## config.mk

```make
export PLATFORM = sky130hd
export DESIGN_NAME = rx_status_regs
export DESIGN_NICKNAME = d
export VERILOG_FILES = /design/src/rtl/rx_status_pkg.sv /design/src/rtl/rx_flag_cell.sv /design/src/rtl/rx_accept.sv /design/src/rtl/rx_data_reg.sv /design/src/rtl/rx_status_regs.sv
export SDC_FILE = /design/constraint.sdc
export NUM_CORES = 1
export LEC_CHECK = 0
export CORE_AREA = 2 2 42 44
export DETAILED_ROUTE_END_ITERATION = 16
export DIE_AREA = 0 0 44 46
export MAX_ROUTING_LAYER = met4
export PLACE_DENSITY = 0.8
export SYNTH_ARGS = -nofsm -noshare
export SYNTH_HDL_FRONTEND = slang
export SYNTH_SLANG_ARGS = --single-unit
```

## constraint.sdc

```tcl
create_clock -name clk -period 2.25 [get_ports clk]
set_clock_uncertainty 0.05 [all_clocks]
set_input_delay 0.45 -clock clk [delete_from_list [all_inputs] [get_ports clk]]
set_output_delay 0.45 -clock clk [all_outputs]
set_load 0.05 [all_outputs]
```

## src/rtl/rx_status_pkg.sv

```systemverilog
package rx_status_pkg;
  localparam int STAT_W   = 2;
  localparam int FULL_BIT = 1;
  localparam int OVR_BIT  = 0;
  typedef logic [STAT_W-1:0] stat_t;
endpackage

```

## src/rtl/rx_flag_cell.sv

```systemverilog
// One status flag with its read-one/write-zero arm bit.
module rx_flag_cell (
  input  logic clk,
  input  logic rst,
  input  logic lp_clr,
  input  logic rd_i,
  input  logic wr_i,
  input  logic wbit_i,
  input  logic set_i,
  input  logic hw_clr_i,
  output logic flag_o,
  output logic sw_clr_o
);
  logic flag_q;
  logic arm_q;

  assign sw_clr_o = wr_i & ~wbit_i & arm_q;
  assign flag_o   = flag_q;

  always_ff @(posedge clk) begin
    if (rst || lp_clr) begin
      flag_q <= 1'b0;
      arm_q  <= 1'b0;
    end else begin
      if (set_i)
        flag_q <= 1'b1;
      else if (sw_clr_o || hw_clr_i)
        flag_q <= 1'b0;
      // a write consumes the arm; a read seeing 1 re-arms
      arm_q <= (wr_i ? 1'b0 : arm_q) | (rd_i & flag_q);
    end
  end
endmodule

```

## src/rtl/rx_accept.sv

```systemverilog
// Decides what a finished byte does: load, overrun, or nothing.
module rx_accept (
  input  logic rx_done,
  input  logic rx_err,
  input  logic rx_en,
  input  logic ovr_q,
  input  logic full_q,
  input  logic full_clr,
  output logic load_o,
  output logic overrun_o
);
  logic good;
  logic full_eff;

  always_comb begin
    good      = rx_done & rx_en & ~rx_err & ~ovr_q;
    full_eff  = full_q & ~full_clr;
    load_o    = good & ~full_eff;
    overrun_o = good & full_eff;
  end
endmodule

```

## src/rtl/rx_data_reg.sv

```systemverilog
module rx_data_reg #(
  parameter int DATA_W = 8
) (
  input  logic              clk,
  input  logic              rst,
  input  logic              load_i,
  input  logic [DATA_W-1:0] din,
  output logic [DATA_W-1:0] dout
);
  always_ff @(posedge clk) begin
    if (rst)
      dout <= '0;
    else if (load_i)
      dout <= din;
  end
endmodule

```

## src/rtl/rx_status_regs.sv

```systemverilog
module rx_status_regs
  import rx_status_pkg::*;
#(
  parameter int DATA_W = 8
) (
  input  logic              clk,
  input  logic              rst,
  input  logic              lp_clr,
  input  logic              rx_done,
  input  logic [DATA_W-1:0] rx_byte,
  input  logic              rx_err,
  input  logic              rx_en,
  input  logic              sync_mode,
  input  logic              stat_rd,
  input  logic              stat_wr,
  input  logic [1:0]        stat_wdata,
  input  logic              dma_rd,
  output logic [1:0]        stat_rdata,
  output logic [DATA_W-1:0] data_o,
  output logic              full_o,
  output logic              ovr_o,
  output logic              rx_allow_o,
  output logic              tx_allow_o
);
  logic full_q, ovr_q;
  logic full_swclr, ovr_swclr;
  logic load, overrun;

  rx_accept u_accept (
    .rx_done  (rx_done),
    .rx_err   (rx_err),
    .rx_en    (rx_en),
    .ovr_q    (ovr_q),
    .full_q   (full_q),
    .full_clr (full_swclr | dma_rd),
    .load_o   (load),
    .overrun_o(overrun)
  );

  rx_flag_cell u_full (
    .clk     (clk),
    .rst     (rst),
    .lp_clr  (lp_clr),
    .rd_i    (stat_rd),
    .wr_i    (stat_wr),
    .wbit_i  (stat_wdata[FULL_BIT]),
    .set_i   (load),
    .hw_clr_i(dma_rd),
    .flag_o  (full_q),
    .sw_clr_o(full_swclr)
  );

  rx_flag_cell u_ovr (
    .clk     (clk),
    .rst     (rst),
    .lp_clr  (lp_clr),
    .rd_i    (stat_rd),
    .wr_i    (stat_wr),
    .wbit_i  (stat_wdata[OVR_BIT]),
    .set_i   (overrun),
    .hw_clr_i(1'b0),
    .flag_o  (ovr_q),
    .sw_clr_o(ovr_swclr)
  );

  rx_data_reg #(.DATA_W(DATA_W)) u_data (
    .clk   (clk),
    .rst   (rst),
    .load_i(load),
    .din   (rx_byte),
    .dout  (data_o)
  );

  always_comb begin
    stat_rdata           = '0;
    stat_rdata[FULL_BIT] = full_q;
    stat_rdata[OVR_BIT]  = ovr_q;
  end

  assign full_o     = full_q;
  assign ovr_o      = ovr_q;
  assign rx_allow_o = ~ovr_q;
  assign tx_allow_o = ~(ovr_q & sync_mode);
endmodule

```

======== Yosys cells after proc, flatten, opt, wreduce, memory -nomap -nowiden ========
Cells that the tools add are included.
word-level totals
  register bits after elaboration ......... 12
  output and inout port bits .............. 14
  logic and storage cells ................. 38
cells by class
  muxes and demuxes ....................... 6
  bitwise logic cells ..................... 23
  reductions and logical operators ........ 4
operators by type and width
  cell                count
  bitwise AND 1 bit   13
  NOT 1 bit           7
  two-way mux 1 bit   6
  nonzero test 2 bit  2
  OR 1 bit            3
  logical OR 1 bit    2

======== Logic depth before layout (Yosys ltp) ========
  depth in word-level cells ............... 9
  mapped depth ............................ 3

======== Hierarchy ========
From an unflattened synthesis, not the netlist that was laid out.
second synthesis, totals
  cells, all modules ...................... 54
  area, all modules ....................... 528.0 um^2
modules (own cells, without submodules)
  module          times used  cells each  area each (um^2)
  rx_data_reg     1           26          285.3
  rx_flag_cell    2           9           88.8
  rx_accept       1           4           32.5
  rx_status_regs  1           6           32.5

======== Least setup slack after synthesis ========
OpenSTA, ideal clock, no wires.
  path kind ............................... register to output
  start ................................... reg u_ovr.flag_q, in the netlist u_ovr.flag_o
  end ..................................... out tx_allow_o
  data arrival time ....................... 1146 ps
  setup slack ............................. 604 ps
  cell stages (with the launch flop) ...... 2
  cell sequence ........................... dfxtp_1 > nand2_1
between the ends
  word-level cells in the longest chain between the ends .. 2
ends and longest elaborated chain
  item                    line                  source
  from (decl)             rx_flag_cell.sv:14    logic flag_q;
  from (signal assigned)  rx_flag_cell.sv:22    flag_q <= 1'b0;
  from (signal assigned)  rx_flag_cell.sv:26    flag_q <= 1'b1;
  from (signal assigned)  rx_flag_cell.sv:28    flag_q <= 1'b0;
  bitwise AND 1 bit       rx_status_regs.sv:83  assign tx_allow_o = ~(ovr_q & sync_mode);
  NOT 1 bit               rx_status_regs.sv:83
  to (decl)               rx_status_regs.sv:23  output logic tx_allow_o
Every way passes these cells.

======== Worst setup path in the final report ========
  start ................................... reg u_ovr.flag_q, in the netlist u_ovr.flag_o
  end ..................................... out ovr_o
RTL lines
  item       line                  source
  to (decl)  rx_status_regs.sv:21  output logic ovr_o,
No word-level cell between the ends.

==> out/summary.txt <==
Final Max Slew Viols - 0
Cells after Synth - 57
Switching power share of the total - 24.5%
Mean Syn Cell Area - 10.3 sq um
Register area - 240 sq um
Pin slew with the least headroom to its limit - 0.501 ns
Initial Util - 36.4%
Clock latency on the worst-skew pair - 0.26 ns
First-pass GRT wire length - 2060 um
Layout cell share with drive strength beyond 1 - 7.87%
Grt total ovfl - 0
Largest net degree at the start of global routing - 21
Die area - 0.00202 sq mm
Max Cap Viol - 0
Row count - 15
Htree depth - 1
Max incr delay on CP - 0.84 ns
Worst-path fanout max - 7
Filler instances - 146
Area of the multi-input gates - 318 sq um
Comb pwr share - 21.4%
# Post-CTS Setup Buffers - 0
Clock share of power - 28.3%
Hold slack - 0.428 ns
Final hold vios - 0
Ys Warns - 0
Initial DRT Pass Iterations - 4
Final Cycle Share - 90.3%
Seq/Total Area, Yosys - 40.9%
Worst VDD drop - 0.257 mV
Final net count - 111
Synthesis-to-finish area growth - 61.5%
Initial antenna violation count - 0
#FFs+latches synth - 12
Core Region - 0.00161 sq mm
Fmax - 492 MHz
Critical path arrival - 1.53 ns
I/O Buffers - 33
Critical path buffers and inverters - 1
Final routed DRC violation total - 0
Max clock buf depth - 2
Syn Nets - 77
Global router's overall resource usage - 13.9%
Post-DP HPWL - 971 um
Wire per inst - 11.8 um
HP Class - flop to flop
Final Critical Period - 2.03 ns
Cts hold-fix bufs - 0
Die W - 44 um
Area of the mapped netlist - 588 sq um
CTS tree - done
NetSw - 0.108 mW
Worst EP required - 1.75 ns
Top Family by Delay on Critical Path - buffers and inverters
Slew headroom - 66.5%
CP max-delay cell - clkdlybuf4s50_1
Die H - 46 um
Antenna diode count - 0
Avg Vias per Cell - 4.76
Most frequent cells in the layout - clkdlybuf4s50_1, nand2b_1, dfxtp_1
Gp weighted congestion - 0.767
Part of the power in registers - 50.3%
Total wire length - 1250 um
Number of I/O pins - 34
Post-CTS Resized - 0
Reg clk slew, reported paths - 0.07 ns
Distinct cells, synth - 16
Pint - 0.332 mW
TritonCTS Buffers - 3
Number of setup violations in the final report - 0
Final Util - 58.8%
Status - finished clean
Crit path kind - flop to output port
Leakage - 0.337 nW
RSZ-0062 raised after global routing - false
Leading cell type in the layout, fill and taps excluded - clkdlybuf4s50_1
Clk Tree Root Cell - clkbuf_4
Post-DRT Antenna Nets - 0
Initial DRC Count - 8
Critical-path cell list - clkdlybuf4s50_1
Crit end category - output port
Power per Cell Area - 463 mW/mm^2
Setup TNS Final - 0 ns
Vias post-DR - 505
Worst setup SP type - flop
# clock sinks - 12
Via count of the first global-routing pass - 511
power groups by stage:
| stage | clock network [mW] | registers (mW) | logic, mW |
|---|---|---|---|
| 3_5_place_dp | 0 | 0.226 | 0.0942 |
| 3_3_place_gp | 0 | 0.226 | 0.0927 |
| 4_1_cts | 0.129 | 0.221 | 0.0948 |
| 2_1_floorplan | 0 | 0.244 | 0.0258 |
| 6_report | 0.125 | 0.221 | 0.0940 |
| 5_1_grt | 0.141 | 0.222 | 0.0999 |
final timing paths:
| path | cells after the start | end | slack (ns) | start |
|---|---|---|---|---|
| worst min-delay path | 2 | u_data.dout[5] | 0.43 | u_data.dout[5] |
| worst max register to register | 3 | u_data.dout[7] | 0.95 | u_ovr.flag_o |
| worst min register to register | 2 | u_data.dout[5] | 0.43 | u_data.dout[5] |
| worst max-delay path | 1 | ovr_o | 0.22 | u_ovr.flag_o |
per-layer routing:
metal	vias up	part of all wire [%]	global-route usage (%)
li1	257	-	-
met1	218	46	17.7
met2	30	44	22.1
met3	0	9.7	3.17
met4	0	0	3.64
met5	-	0	-
through the flow:
step / std cells / instance area (sq um) / power, mW / setup WS, ns
floorplan: 57 / 588 / 0.270 / 0.604
global placement: 103 / 927 / 0.319 / 0.454
detailed placement: 103 / 927 / 0.320 / 0.401
CTS: 106 / 950 / 0.445 / 0.192
global route: 106 / 950 / 0.463 / 0.134
finish: 106 / 950 / 0.440 / 0.218
kinds of logic (layout without fill, tap and decap cells):
family / after synthesis / after routing / share of synthesized area (%)
flip-flops: 12 / 12 / 40.9
AND/OR/NAND/NOR: 25 / 25 / 31.7
AO/OA/AOI/OAI: 6 / 6 / 8.72
buffers and inverters: 6 / 38 / 5.11
multiplexers: 8 / 8 / 13.6
registers in the layout, indices dropped and copies added (netlist names):
signal         cells
u_data.dout        8
u_full.arm_q       1
u_full.flag_o      1
u_ovr.arm_q        1
u_ovr.flag_o       1
area by class of cell:
type	instances	share of cell area, %
Sequential cell	12	25.3
Multi-Input combinational cell	39	33.5
Clock buffer	3	2.37
Tap cell	17	2.24
Timing Repair Buffer	33	35.8
Inverter	2	0.791
Yosys cell counts, drive strengths merged:
master,instances,share of area [%]
nor3,2,1.7
nand2b,16,17
nand4bb,2,6.6
a21oi,1,2.8
dfxtp,12,41
inv,2,1.3
nand3b,1,3.4
a211oi,2,2.6
mux2i,8,14
nor2b,1,1.1
o21ai,1,0.85
a22oi,2,2.6
buf,2,2.6
nand2,3,1.9
clkbuf,2,1.3
(Power assumes the default switching activity.)
